### config.mk
export PLATFORM = sky130hd
export DESIGN_NAME = ctx_mmu
export DESIGN_NICKNAME = d
export VERILOG_FILES = /design/src/rtl/ctx_mmu_pkg.sv /design/src/rtl/ctx_mmu_tlb.sv /design/src/rtl/ctx_mmu_cfg.sv /design/src/rtl/ctx_mmu_xlate.sv /design/src/rtl/ctx_mmu.sv
export SDC_FILE = /design/constraint.sdc
export NUM_CORES = 1
export LEC_CHECK = 0
export BUFFER_PORTS_ARGS = -buffer_cell sky130_fd_sc_hd__buf_4
export CAP_MARGIN = 20
export CORE_ASPECT_RATIO = 1.2
export CORE_MARGIN = 1
export CORE_UTILIZATION = 50
export CTS_BUF_LIST = sky130_fd_sc_hd__clkbuf_8
export CTS_CLUSTER_DIAMETER = 60
export DETAILED_ROUTE_END_ITERATION = 6
export PLACE_DENSITY = 0.67
export SETUP_SLACK_MARGIN = 0.3
export SYNTH_ARGS = -nofsm -noshare
export SYNTH_HDL_FRONTEND = slang
export SYNTH_SLANG_ARGS = --single-unit
### constraint.sdc
create_clock -name clk -period 6.93 [get_ports clk]
set_clock_uncertainty 0.2 [all_clocks]
set_input_delay 1.0395 -clock clk [delete_from_list [all_inputs] [get_ports clk]]
set_output_delay 1.0395 -clock clk [all_outputs]
set_load 0.03 [all_outputs]
### src/rtl/ctx_mmu_pkg.sv
package ctx_mmu_pkg;
  // configuration port geometry
  localparam int CFG_AW = 12;
  localparam int CFG_DW = 32;

  // register offsets
  localparam logic [CFG_AW-1:0] OFS_CTX   = 12'h000;
  localparam logic [CFG_AW-1:0] OFS_STAT  = 12'h004;
  localparam logic [CFG_AW-1:0] OFS_FADDR = 12'h008;
  localparam logic [3:0]        TBL_PAGE  = 4'h1;

  // entry tag word field positions
  localparam int FLD_R   = 16;
  localparam int FLD_W   = 17;
  localparam int FLD_CTX = 20;
  localparam int FLD_V   = 31;

  localparam logic [1:0] HT_IDLE   = 2'b00;
  localparam logic [1:0] HT_NONSEQ = 2'b10;

  typedef enum logic [2:0] {
    ST_IDLE,
    ST_ISSUE,
    ST_DATA,
    ST_ERR1,
    ST_ERR2
  } xl_state_t;
endpackage

### src/rtl/ctx_mmu_tlb.sv
module ctx_mmu_tlb #(
  parameter int ENTRIES = 16,
  parameter int VPN_W   = 14,
  parameter int PPN_W   = 20,
  parameter int CTX_W   = 4,
  localparam int IDX_W  = $clog2(ENTRIES)
) (
  input  logic             clk,
  input  logic             rst,
  input  logic             wr_tag_en,
  input  logic             wr_ppn_en,
  input  logic [IDX_W-1:0] wr_idx,
  input  logic             wr_valid,
  input  logic [VPN_W-1:0] wr_vpn,
  input  logic [CTX_W-1:0] wr_ctx,
  input  logic             wr_r,
  input  logic             wr_w,
  input  logic [PPN_W-1:0] wr_ppn,
  input  logic [VPN_W-1:0] lk_vpn,
  input  logic [CTX_W-1:0] lk_ctx,
  input  logic             lk_write,
  output logic             lk_hit,
  output logic             lk_allow,
  output logic [PPN_W-1:0] lk_ppn
);
  logic [ENTRIES-1:0] v_q, r_q, w_q, match;
  logic [VPN_W-1:0]   vpn_q [ENTRIES];
  logic [CTX_W-1:0]   ctx_q [ENTRIES];
  logic [PPN_W-1:0]   ppn_q [ENTRIES];
  logic [IDX_W-1:0]   sel;

  // only the valid bits need a reset; payload fields are plain storage
  always_ff @(posedge clk) begin
    if (rst) begin
      v_q <= '0;
      r_q <= '0;
      w_q <= '0;
    end else if (wr_tag_en) begin
      v_q[wr_idx] <= wr_valid;
      r_q[wr_idx] <= wr_r;
      w_q[wr_idx] <= wr_w;
    end
  end

  always_ff @(posedge clk) begin
    if (wr_tag_en) begin
      vpn_q[wr_idx] <= wr_vpn;
      ctx_q[wr_idx] <= wr_ctx;
    end
    if (wr_ppn_en) ppn_q[wr_idx] <= wr_ppn;
  end

  // one comparator per entry
  for (genvar g = 0; g < ENTRIES; g++) begin : g_cmp
    assign match[g] = v_q[g] && (vpn_q[g] == lk_vpn) && (ctx_q[g] == lk_ctx);
  end

  // lowest matching index wins
  always_comb begin
    sel = '0;
    for (int i = ENTRIES - 1; i >= 0; i--) begin
      if (match[i]) sel = IDX_W'(i);
    end
  end

  assign lk_hit   = |match;
  assign lk_ppn   = ppn_q[sel];
  assign lk_allow = lk_write ? w_q[sel] : r_q[sel];
endmodule

### src/rtl/ctx_mmu_cfg.sv
module ctx_mmu_cfg
  import ctx_mmu_pkg::*;
#(
  parameter int ADDR_W = 32,
  parameter int CTX_W  = 4,
  parameter int VPN_W  = 14,
  parameter int PPN_W  = 20,
  parameter int IDX_W  = 4
) (
  input  logic              clk,
  input  logic              rst,
  input  logic              c_hsel,
  input  logic [CFG_AW-1:0] c_haddr,
  input  logic [1:0]        c_htrans,
  input  logic              c_hwrite,
  input  logic [CFG_DW-1:0] c_hwdata,
  input  logic              c_hready,
  output logic              c_hreadyout,
  output logic              c_hresp,
  output logic [CFG_DW-1:0] c_hrdata,
  output logic [CTX_W-1:0]  ctx_o,
  output logic              tbl_tag_we,
  output logic              tbl_ppn_we,
  output logic [IDX_W-1:0]  tbl_idx,
  output logic              tbl_valid,
  output logic [VPN_W-1:0]  tbl_vpn,
  output logic [CTX_W-1:0]  tbl_ctx,
  output logic              tbl_r,
  output logic              tbl_w,
  output logic [PPN_W-1:0]  tbl_ppn,
  input  logic              flt_set,
  input  logic [ADDR_W-1:0] flt_addr_i,
  input  logic              flt_perm_i,
  input  logic              flt_wr_i,
  output logic              irq
);
  logic              ap_valid, ap_write;
  logic [CFG_AW-1:0] ap_addr;
  logic [CFG_DW-1:0] rdata_q, rd_mux;
  logic [CTX_W-1:0]  ctx_q;
  logic              pend_q, perm_q, fwr_q;
  logic [ADDR_W-1:0] faddr_q;
  logic              acc, wr_now, clr_req, in_tbl;
  logic              unused_cfg;

  assign acc     = c_hsel && c_htrans[1] && c_hready;
  assign wr_now  = ap_valid && ap_write;
  assign in_tbl  = (ap_addr[CFG_AW-1:8] == TBL_PAGE);
  assign clr_req = wr_now && (ap_addr == OFS_STAT) && c_hwdata[0];

  always_comb begin
    case (c_haddr)
      OFS_CTX:   rd_mux = {{(CFG_DW-CTX_W){1'b0}}, ctx_q};
      OFS_STAT:  rd_mux = {{(CFG_DW-3){1'b0}}, fwr_q, perm_q, pend_q};
      OFS_FADDR: rd_mux = CFG_DW'(faddr_q);
      default:   rd_mux = '0;
    endcase
  end

  always_ff @(posedge clk) begin
    if (rst) begin
      ap_valid <= 1'b0;
      ap_write <= 1'b0;
      ap_addr  <= '0;
      rdata_q  <= '0;
      ctx_q    <= '0;
      pend_q   <= 1'b0;
      perm_q   <= 1'b0;
      fwr_q    <= 1'b0;
      faddr_q  <= '0;
    end else begin
      ap_valid <= acc;
      ap_write <= c_hwrite;
      ap_addr  <= c_haddr;
      if (acc && !c_hwrite) rdata_q <= rd_mux;
      if (wr_now && ap_addr == OFS_CTX) ctx_q <= c_hwdata[CTX_W-1:0];
      // a new fault has priority over an acknowledge in the same cycle
      if (flt_set) begin
        if (!pend_q) begin
          faddr_q <= flt_addr_i;
          perm_q  <= flt_perm_i;
          fwr_q   <= flt_wr_i;
        end
        pend_q <= 1'b1;
      end else if (clr_req) begin
        pend_q <= 1'b0;
      end
    end
  end

  assign tbl_tag_we  = wr_now && in_tbl && !ap_addr[2];
  assign tbl_ppn_we  = wr_now && in_tbl && ap_addr[2];
  assign tbl_idx     = ap_addr[IDX_W+2:3];
  assign tbl_valid   = c_hwdata[FLD_V];
  assign tbl_ctx     = c_hwdata[FLD_CTX +: CTX_W];
  assign tbl_r       = c_hwdata[FLD_R];
  assign tbl_w       = c_hwdata[FLD_W];
  assign tbl_vpn     = c_hwdata[VPN_W-1:0];
  assign tbl_ppn     = c_hwdata[PPN_W-1:0];

  assign c_hreadyout = 1'b1;
  assign c_hresp     = 1'b0;
  assign c_hrdata    = rdata_q;
  assign ctx_o       = ctx_q;
  assign irq         = pend_q;

  assign unused_cfg  = ^{c_hwdata, ap_addr, c_htrans[0]};
endmodule

### src/rtl/ctx_mmu_xlate.sv
module ctx_mmu_xlate
  import ctx_mmu_pkg::*;
#(
  parameter int ADDR_W   = 32,
  parameter int DATA_W   = 32,
  parameter int PAGE_W   = 12,
  parameter int VIRT_BIT = 26,
  localparam int PPN_W   = ADDR_W - PAGE_W
) (
  input  logic              clk,
  input  logic              rst,
  input  logic              s_hsel,
  input  logic [ADDR_W-1:0] s_haddr,
  input  logic [1:0]        s_htrans,
  input  logic              s_hwrite,
  input  logic [2:0]        s_hsize,
  input  logic [DATA_W-1:0] s_hwdata,
  input  logic              s_hready,
  output logic              s_hreadyout,
  output logic              s_hresp,
  output logic [DATA_W-1:0] s_hrdata,
  output logic [ADDR_W-1:0] d_haddr,
  output logic [1:0]        d_htrans,
  output logic              d_hwrite,
  output logic [2:0]        d_hsize,
  output logic [DATA_W-1:0] d_hwdata,
  input  logic              d_hready,
  input  logic              d_hresp,
  input  logic [DATA_W-1:0] d_hrdata,
  input  logic              lk_hit,
  input  logic              lk_allow,
  input  logic [PPN_W-1:0]  lk_ppn,
  output logic              flt_set,
  output logic [ADDR_W-1:0] flt_addr,
  output logic              flt_perm,
  output logic              flt_wr
);
  xl_state_t st;
  logic      acc, open, take, is_virt, fault;
  logic      unused_xl;

  assign acc     = s_hsel && s_htrans[1] && s_hready;
  // states in which the previous data phase completes this cycle
  assign open    = (st == ST_IDLE) || (st == ST_ERR2) || (st == ST_DATA && d_hready);
  assign take    = acc && open;
  assign is_virt = s_haddr[VIRT_BIT];
  assign fault   = is_virt && !(lk_hit && lk_allow);

  assign flt_set  = take && fault;
  assign flt_addr = s_haddr;
  assign flt_perm = lk_hit;
  assign flt_wr   = s_hwrite;

  always_ff @(posedge clk) begin
    if (rst) begin
      st       <= ST_IDLE;
      d_haddr  <= '0;
      d_hwrite <= 1'b0;
      d_hsize  <= '0;
    end else if (take) begin
      if (fault) begin
        st <= ST_ERR1;
      end else begin
        st       <= ST_ISSUE;
        d_haddr  <= is_virt ? {lk_ppn, s_haddr[PAGE_W-1:0]} : s_haddr;
        d_hwrite <= s_hwrite;
        d_hsize  <= s_hsize;
      end
    end else begin
      case (st)
        ST_ISSUE: if (d_hready) st <= ST_DATA;
        ST_ERR1:  st <= ST_ERR2;
        ST_DATA:  if (d_hready) st <= ST_IDLE;
        default:  st <= ST_IDLE;
      endcase
    end
  end

  always_comb begin
    case (st)
      ST_ISSUE: begin s_hreadyout = 1'b0;     s_hresp = 1'b0;    end
      ST_DATA:  begin s_hreadyout = d_hready; s_hresp = d_hresp; end
      ST_ERR1:  begin s_hreadyout = 1'b0;     s_hresp = 1'b1;    end
      ST_ERR2:  begin s_hreadyout = 1'b1;     s_hresp = 1'b1;    end
      default:  begin s_hreadyout = 1'b1;     s_hresp = 1'b0;    end
    endcase
  end

  assign d_htrans = (st == ST_ISSUE) ? HT_NONSEQ : HT_IDLE;
  assign d_hwdata = s_hwdata;
  assign s_hrdata = d_hrdata;

  assign unused_xl = s_htrans[0];
endmodule

### src/rtl/ctx_mmu.sv
module ctx_mmu
  import ctx_mmu_pkg::*;
#(
  parameter int ADDR_W   = 32,
  parameter int DATA_W   = 32,
  parameter int ENTRIES  = 16,
  parameter int CTX_W    = 4,
  parameter int PAGE_W   = 12,
  parameter int VIRT_BIT = 26
) (
  input  logic              clk,
  input  logic              rst,
  input  logic              c_hsel,
  input  logic [11:0]       c_haddr,
  input  logic [1:0]        c_htrans,
  input  logic              c_hwrite,
  input  logic [31:0]       c_hwdata,
  input  logic              c_hready,
  output logic              c_hreadyout,
  output logic              c_hresp,
  output logic [31:0]       c_hrdata,
  input  logic              s_hsel,
  input  logic [ADDR_W-1:0] s_haddr,
  input  logic [1:0]        s_htrans,
  input  logic              s_hwrite,
  input  logic [2:0]        s_hsize,
  input  logic [DATA_W-1:0] s_hwdata,
  input  logic              s_hready,
  output logic              s_hreadyout,
  output logic              s_hresp,
  output logic [DATA_W-1:0] s_hrdata,
  output logic [ADDR_W-1:0] d_haddr,
  output logic [1:0]        d_htrans,
  output logic              d_hwrite,
  output logic [2:0]        d_hsize,
  output logic [DATA_W-1:0] d_hwdata,
  input  logic              d_hready,
  input  logic              d_hresp,
  input  logic [DATA_W-1:0] d_hrdata,
  output logic              pf_irq
);
  localparam int VPN_W = VIRT_BIT - PAGE_W;
  localparam int PPN_W = ADDR_W - PAGE_W;
  localparam int IDX_W = $clog2(ENTRIES);

  logic [CTX_W-1:0]  ctx;
  logic              tag_we, ppn_we, t_valid, t_r, t_w;
  logic [IDX_W-1:0]  t_idx;
  logic [VPN_W-1:0]  t_vpn;
  logic [CTX_W-1:0]  t_ctx;
  logic [PPN_W-1:0]  t_ppn;
  logic              hit, allow;
  logic [PPN_W-1:0]  ppn;
  logic              f_set, f_perm, f_wr;
  logic [ADDR_W-1:0] f_addr;

  ctx_mmu_cfg #(
    .ADDR_W(ADDR_W), .CTX_W(CTX_W), .VPN_W(VPN_W), .PPN_W(PPN_W), .IDX_W(IDX_W)
  ) u_cfg (
    .clk(clk), .rst(rst),
    .c_hsel(c_hsel), .c_haddr(c_haddr), .c_htrans(c_htrans), .c_hwrite(c_hwrite),
    .c_hwdata(c_hwdata), .c_hready(c_hready), .c_hreadyout(c_hreadyout),
    .c_hresp(c_hresp), .c_hrdata(c_hrdata),
    .ctx_o(ctx), .tbl_tag_we(tag_we), .tbl_ppn_we(ppn_we), .tbl_idx(t_idx),
    .tbl_valid(t_valid), .tbl_vpn(t_vpn), .tbl_ctx(t_ctx), .tbl_r(t_r),
    .tbl_w(t_w), .tbl_ppn(t_ppn),
    .flt_set(f_set), .flt_addr_i(f_addr), .flt_perm_i(f_perm), .flt_wr_i(f_wr),
    .irq(pf_irq)
  );

  ctx_mmu_tlb #(
    .ENTRIES(ENTRIES), .VPN_W(VPN_W), .PPN_W(PPN_W), .CTX_W(CTX_W)
  ) u_tlb (
    .clk(clk), .rst(rst),
    .wr_tag_en(tag_we), .wr_ppn_en(ppn_we), .wr_idx(t_idx), .wr_valid(t_valid),
    .wr_vpn(t_vpn), .wr_ctx(t_ctx), .wr_r(t_r), .wr_w(t_w), .wr_ppn(t_ppn),
    .lk_vpn(s_haddr[VIRT_BIT-1:PAGE_W]), .lk_ctx(ctx), .lk_write(s_hwrite),
    .lk_hit(hit), .lk_allow(allow), .lk_ppn(ppn)
  );

  ctx_mmu_xlate #(
    .ADDR_W(ADDR_W), .DATA_W(DATA_W), .PAGE_W(PAGE_W), .VIRT_BIT(VIRT_BIT)
  ) u_xlate (
    .clk(clk), .rst(rst),
    .s_hsel(s_hsel), .s_haddr(s_haddr), .s_htrans(s_htrans), .s_hwrite(s_hwrite),
    .s_hsize(s_hsize), .s_hwdata(s_hwdata), .s_hready(s_hready),
    .s_hreadyout(s_hreadyout), .s_hresp(s_hresp), .s_hrdata(s_hrdata),
    .d_haddr(d_haddr), .d_htrans(d_htrans), .d_hwrite(d_hwrite), .d_hsize(d_hsize),
    .d_hwdata(d_hwdata), .d_hready(d_hready), .d_hresp(d_hresp), .d_hrdata(d_hrdata),
    .lk_hit(hit), .lk_allow(allow), .lk_ppn(ppn),
    .flt_set(f_set), .flt_addr(f_addr), .flt_perm(f_perm), .flt_wr(f_wr)
  );
endmodule

After elaboration in Yosys (flattened, before gate mapping)

Memory sizes are Yosys's and may differ from the RTL's.
Index checks and enable logic that the tools add are counted.

RAM bits: 608
Bits in latches: 0
Output and inout bits: 139
Bits in registers: 172
Memories: 3
Bits in read-only memories: 0

Memories:

| memory      | depth | bits a word | rd ports | clocked after Yosys merged registers in | write ports | RTL line          | source |
|---|---|---|---|---|---|---|---|
| u_tlb.ppn_q | 16    | 20          | 1        | 0                                       | 1           | ctx_mmu_tlb.sv:29 | `logic [PPN_W-1:0] ppn_q [ENTRIES];` |
| u_tlb.vpn_q | 16    | 14          | 16       | 0                                       | 1           | ctx_mmu_tlb.sv:27 | `logic [VPN_W-1:0] vpn_q [ENTRIES];` |
| u_tlb.ctx_q | 16    | 4           | 16       | 0                                       | 1           | ctx_mmu_tlb.sv:28 | `logic [CTX_W-1:0] ctx_q [ENTRIES];` |

Divide/modulo/power cells: 0
Eq/ne operators: 42
Multiplexer cells: 42
Magnitude comparators: 3
Multiply operators: 0
Add/sub/neg operators: 0
Shift-type cells: 0
Bitwise logic cells: 2
Reduce and logical (&&, ||, !) cells: 65

Operators by type and width:

| cell                  | count |
|---|---|
| $eq A14 B14 Y1        | 16 |
| $pmux W32 S3          | 1 |
| $eq A4 B4 Y1          | 16 |
| $mux W4               | 16 |
| $logic_and A1 B1 Y1   | 50 |
| $bwmux W16            | 3 |
| $mux W32              | 1 |
| $eq A12 B3 Y1 const B | 2 |
| $logic_not A12 Y1     | 2 |
| $reduce_or A16 Y1     | 1 |
| $eq A12 B4 Y1 const B | 1 |
| $lt A4 B5 Y1 const B  | 2 |
| $mux W1               | 10 |
| $mux W3               | 3 |
| $pmux W3 S3           | 1 |
| $bmux W1 S4           | 2 |
| $eq A3 B2 Y1 const B  | 2 |
| $ne A3 B2 Y1 const B  | 2 |
| $reduce_and A2 Y1     | 3 |
| $demux W1 S4          | 1 |
| $eq A4 B1 Y1 const B  | 1 |
| $ge A4 B1 Y1 const B  | 1 |
| $mux W2               | 2 |
| $pmux W1 S2           | 2 |
| other kinds (8)       | 13 |

Longest topological paths before layout

An unclocked memory read counts as a cell.

Depth after elaboration: 28
Mapped depth: 19
Gate-level depth less buffers: 13

Hierarchy

From an unflattened synthesis, not the netlist that was laid out.

Cells, all modules: 2,519
Area total of the unflattened synthesis: 34,389.2 µm²

Modules (own cells, without submodules):

| module        | instances | seq. area each (µm²) | area each (µm²) | cells an instance |
|---|---|---|---|---|
| ctx_mmu_tlb   | 1         | 19,218.4             | 28,263.4        | 1,864 |
| ctx_mmu_cfg   | 1         | 1,701.6              | 3,318.2         | 350 |
| ctx_mmu_xlate | 1         | 780.7                | 2,807.7         | 305 |

Least setup slack after synthesis

No wires, ideal clock.

Path kind: input to register
Start point: input s_haddr[21]
End point: register u_xlate.d_haddr[2]
Cell stages on the path: 17
Required time: 6,594 ps
Setup time: 136 ps
Path slack: 2,188 ps
Arrival: 4,406 ps
Path buffers: 4
Path through: buf_2 xor2_1 or4_1 or2_1 o311ai_1 o311ai_1 a211o_1 nand2_4 mux2_1 o32ai_1 o311ai_2 o22a_1 buf_4 buf_6 buf_6 nand3_2 a21oi_2

Longest elaborated chain between the ends: 27
Elaborated cells on any way between the ends: 75

RTL lines:

| element                          | RTL line            | source |
|---|---|---|
| start, declared                  | ctx_mmu.sv:23       | `input logic [ADDR_W-1:0] s_haddr,` |
| $eq A14 B14 Y1                   | ctx_mmu_tlb.sv:55   | `assign match[g] = v_q[g] && (vpn_q[g] == lk_vpn) && (ctx_q[g] == lk_ctx);` |
| $logic_and A1 B1 Y1 (2 in a row) | ctx_mmu_tlb.sv:55   |  |
| $mux W4 (16 in a row)            | ctx_mmu_tlb.sv:62   | `if (match[i]) sel = IDX_W'(i);` |
| $bmux W1 S4                      | ctx_mmu_tlb.sv:68   | `assign lk_allow = lk_write ? w_q[sel] : r_q[sel];` |
| $mux W1 (not written as such)    | ctx_mmu_tlb.sv:68   |  |
| $mux W1                          | ctx_mmu_tlb.sv:68   |  |
| $logic_and A1 B1 Y1 *            | ctx_mmu_xlate.sv:47 | `assign fault = is_virt && !(lk_hit && lk_allow);` |
| $logic_not A1 Y1 *               | ctx_mmu_xlate.sv:47 |  |
| $logic_and A1 B1 Y1 *            | ctx_mmu_xlate.sv:47 |  |
| $not A1 Y1 (no line) *           | n/a                 |  |
| $reduce_and A2 Y1 (no line) *    | n/a                 |  |
| end signal, assigned             | ctx_mmu_xlate.sv:65 | `d_haddr <= is_virt ? {lk_ppn, s_haddr[PAGE_W-1:0]} : s_haddr;` |
| end, declared                    | ctx_mmu_xlate.sv:22 | `output logic [ADDR_W-1:0] d_haddr,` |

Every way passes the cells marked *; elsewhere a longest branch is shown, timed or not. The select of a mux whose other input is x is not followed.
A chain may end at the register's enable or synchronous reset.

Worst setup path after layout

Start point: register u_cfg.ctx_q[2], in the netlist u_cfg.ctx_o[2]
End point: register u_xlate.st[1]

Longest elaborated chain between the ends: 26
Elaborated cells on any way between the ends: 59

RTL lines:

| element                       | RTL line            | source |
|---|---|---|
| start, declared               | ctx_mmu_cfg.sv:40   | `logic [CTX_W-1:0] ctx_q;` |
| start signal, assigned        | ctx_mmu_cfg.sv:76   | `if (wr_now && ap_addr == OFS_CTX) ctx_q <= c_hwdata[CTX_W-1:0];` |
| $eq A4 B4 Y1                  | ctx_mmu_tlb.sv:55   |  |
| $logic_and A1 B1 Y1           | ctx_mmu_tlb.sv:55   |  |
| $mux W4 (16 in a row)         | ctx_mmu_tlb.sv:62   |  |
| $bmux W1 S4                   | ctx_mmu_tlb.sv:68   |  |
| $mux W1 (not written as such) | ctx_mmu_tlb.sv:68   |  |
| $mux W1                       | ctx_mmu_tlb.sv:68   |  |
| $logic_and A1 B1 Y1 *         | ctx_mmu_xlate.sv:47 |  |
| $logic_not A1 Y1 *            | ctx_mmu_xlate.sv:47 |  |
| $logic_and A1 B1 Y1 *         | ctx_mmu_xlate.sv:47 |  |
| $mux W2 *                     | ctx_mmu_xlate.sv:61 | `if (fault) begin` |
| $mux W3 *                     | ctx_mmu_xlate.sv:60 | `end else if (take) begin` |
| end signal, assigned          | ctx_mmu_xlate.sv:56 | `st <= ST_IDLE;` |
| end signal, assigned          | ctx_mmu_xlate.sv:62 | `st <= ST_ERR1;` |
| end signal, assigned          | ctx_mmu_xlate.sv:64 | `st <= ST_ISSUE;` |
| end, declared                 | ctx_mmu_xlate.sv:38 | `xl_state_t st;` |

Marked as above.

==> metrics.md <==
| Metric | Value |
|---|---|
| Post-route ant nets | `0` |
| Total CTS buffers | `120` |
| Hold WC Path Type | `reg2reg` |
| Synth Area per Inst | `between 10 and 15 sq um` |
| Worst Setup Start Kind | `register` |
| Sequential share of power | `between 50% and 60%` |
| Critical-path top delay cell | `dfxtp_1` |
| Final Power | `about 9 mW` |
| Setup crit end kind | `register` |
| Syn-to-layout area delta | `11.5%` |
| Fin crit share | `a little under 80%` |
| Setup Total Neg Slack | `0 ns` |
| Async SR Flop Fraction | `0%` |
| Largest net degree at the start of global routing | `92` |
| Critical-path cell list | `buf_4 > xor2_1 > or3_1 > nor3_1 > a32oi_1 > a221oi_1 > o211ai_1 > nand3_1 > a31o_2 > buf_4 > and3_1 > o311ai_2 > o22ai_4 > buf_4 > nand2_1 > a21oi_1` |
| Total congestion overflow | `0` |
| Combinational share of power | `under 10%` |
| CTS Sinks | `between 700 and 800` |
| H-tree depth | `3` |
| RSZ-0062 raised after global routing | `false` |
| Post-Syn Instances | `2538` |
| Worst-margin pin slew | `about 1.0 ns` |
| Vias in the first global route | `about 21000` |
| Antenna violations before repair | `3` |
| Most numerous cell on the critical path | `buf_4` |
| First-pass GRT wire length | `roughly 140 mm` |
| Clock latency on the worst-skew pair | `0.74 ns` |
| HPWL Detailed | `around 58 mm` |
| Critical path arrival | `5.87 ns` |
| Relative slew slack | `between 30 and 40%` |
| Synth Flop Type | `edfxtp_1` |
| Die Y | `approximately 280 microns` |
| Initial Util | `50.6%` |
| Area after DPL | `34900 sq um` |
| DRT iter0 DRCs | `~2100` |
| Switching fraction of total power | `between 20% and 30%` |
| Hold-fix buffers, CTS | `0` |
| Post-layout min period | `around 5.4 ns` |
| F_max | `between 150 and 200 MHz` |
| CP max FO | `43` |
| Die Area | `~68000 sq um` |
| Drt wl/cell | `around 27 microns` |
| Crit path max-delay family | `compound AO/OA/AOI/OAI gates` |
| Most frequent cells in the layout | `608 x edfxtp_1, 196 x buf_4, 193 x mux2i_1, 190 x xnor2_1, 172 x dfxtp_1` |
| GRT Resource Usage Total | `28.4%` |
| Int Pwr | `approximately 7 mW` |
| Total core area | `around 66000 sq um` |
| RD Place Congestion | `around 0.98` |
| CTS tree | `yes` |
| Post-synth cell types | `between 70 and 80` |
| Pleak | `about 12 nW` |
| Post-synthesis sequential area ratio | `between 60% and 70%` |
| Post-place setup slack | `a little over 1 ns` |
| Vias/cell | `between 5 and 6` |
| Post-synth EDFFs | `~610` |
| Post-Route WL | `97.0 mm` |
| Buffer count from post-CTS setup fixing | `0` |
| Die X-Extent | `about 240 microns` |
| Share of cells above drive strength 1 | `approximately 15%` |
| Final instance area | `~37000 sq um` |
| Final net count | `between 2000 and 3000` |
| Adder-cell share of the synthesized area | `0%` |
| Mux cell area share after synthesis | `~5.9%` |
| Port Buffers | `between 150 and 200` |
| Root Buffer | `clkbuf_8` |
| Final setup viols | `0` |
| Vias post-DR | `between 20000 and 25000` |
| Worst IR Drop VDD | `~0.2 mV` |
| NetSw | `2.10 mW` |
| # IOs | `around 300` |
| Clock share of power | `between 30% and 40%` |
| CP Class | `reg2reg` |
| Required time of the critical path | `7.38 ns` |
| Synth Area in Simple Gates | `10.7%` |
| Post-CTS sizing | `0` |
| Post-Syn Area | `~33000 sq um` |
| Most common cell after layout, fill and taps aside | `edfxtp_1` |
| Pre-antenna DRT Iters | `6` |
| Rows | `between 100 and 150` |
| Pins Over Slew Limit | `0` |
| WP buf/inv | `3` |
| CP peak stage delay | `around 0.90 ns` |
| Largest family of logic cells by synthesized area | `simple AND/OR/NAND/NOR gates` |
| Worst Slack Setup Final | `1.51 ns` |
| Yosys warning count | `0` |
| DRC | `0` |
| Synth Area in Compound Gates | `approximately 6.7%` |
| Register bit total from synthesis | `a little under 800` |
| Max Cap Viol | `0` |
| Power per cell area | `approximately 240 nW/um^2` |
| Outcome | `complete, no violations` |
| Final hold vios | `0` |
| Clock Path Buffers | `3` |
| Synth Area in XOR/XNOR | `under 10%` |
| Reg clk slew, reported paths | `0.06 ns` |
==> power by group through the flow <==
| stage | clock network, mW | logic, mW | registers (mW) |
|---|---|---|---|
| floorplan | 0 | 0.264 | 5.17 |
| global placement | 0 | 0.419 | 5.16 |
| detailed placement | 0 | 0.425 | 5.16 |
| CTS | 3.58 | 0.427 | 5.06 |
| global route | 3.78 | 0.449 | 5.06 |
| finish | 3.53 | 0.432 | 5.06 |
==> final timing paths <==
kind / startpoint / end / slack [ns] / cells past startpoint
worst min register to register: u_cfg.c_hrdata[2]$_SDFFE_PP0P_ / u_cfg.c_hrdata[2]$_SDFFE_PP0P_ / 0.26 / 2
worst max-delay path: u_cfg.ctx_o[2]$_SDFFE_PP0P_ / u_xlate.st[1]$_SDFFE_PP0P_ / 1.51 / 16
worst max register to register: u_cfg.ctx_o[2]$_SDFFE_PP0P_ / u_xlate.st[1]$_SDFFE_PP0P_ / 1.51 / 16
worst min-delay path: u_cfg.c_hrdata[2]$_SDFFE_PP0P_ / u_cfg.c_hrdata[2]$_SDFFE_PP0P_ / 0.26 / 2
==> cell usage after synthesis, drive strengths merged (7+ instances only) <==
library cell	count	share of area (%)
or2	11	0.21
nand4	95	1.8
nand4b	9	0.24
and3	14	0.26
nor2	135	1.5
edfxtp	608	55
a31o	14	0.37
clkbuf	68	0.77
nor4	26	0.49
and2	8	0.15
xnor2	190	5.0
nor2b	19	0.36
a22oi	68	1.5
mux2i	193	5.8
inv	40	0.45
nand3	90	1.5
or4	7	0.16
or3	7	0.13
dfxtp	172	10
nor3	69	1.0
o221ai	19	0.50
a21oi	111	1.8
xor2	98	2.6
o21ai	58	0.87
buf	140	2.8
a222oi	19	0.57
nand2	169	1.9
==> stage by stage <==
stage,utilization (%),cells,hold slack (ns)
final,56.4,3656,0.256
after global routing,56.4,3656,0.287
after CTS,56.3,3652,0.257
after detailed placement,53.0,3425,0.250
after global placement,53.0,3424,0.243
after floorplan,-,2539,0.232
==> cells by family (layout without fill, tap and decap cells) <==
| kind of cell | after synthesis | in the layout |
|---|---|---|
| xor gates and xnor gates | 288 | 288 |
| other | 2 | 5 |
| muxes | 195 | 195 |
| and+or+nand+nor | 696 | 696 |
| AOI/OAI and AO/OA | 328 | 328 |
| DFF | 780 | 780 |
| buffers and inverters | 249 | 472 |
==> tightest hold or removal path: stages, from the launching register on <==
cell and delay (ns):
dfxtp_1 0.31, nand2_1 0.05, a21oi_1 0.05
==> area by class of cell <==
class	instances	area, sq um
flip-flops and latches	780	21700
clock buffers	131	1800
multi-input cells	1510	10300
inverters	41	154
well taps	892	1120
clock inverters	96	414
diodes	2	5.00
repair buffers	204	1600
fillers	5429	28700
==> flip-flops by register name, summed over array words and instances, names as in the netlist, 3 cells and up <==
| signal | flops |
|---|---|
| u_xlate.st | 3 |
| u_tlb.w_q | 16 |
| u_xlate.d_hsize | 3 |
| u_tlb.ctx_q | 64 |
| u_tlb.vpn_q | 224 |
| u_cfg.ctx_o | 4 |
| u_tlb.v_q | 16 |
| u_cfg.ap_addr | 12 |
| u_tlb.r_q | 16 |
| u_cfg.faddr_q | 32 |
| u_cfg.c_hrdata | 32 |
| u_xlate.d_haddr | 32 |
| u_tlb.ppn_q | 320 |
==> per-layer routing <==
layer / wire length [microns] / GRT usage, % / vias to the layer above
met5: 12 / 0 / -
met3: 8130 / 5.19 / 239
li1: - / - / 9635
met4: 3840 / 12.4 / 2
met1: 38000 / 36.4 / 10900
met2: 47000 / 47.2 / 1115
Power figures use the tool's default switching activity.
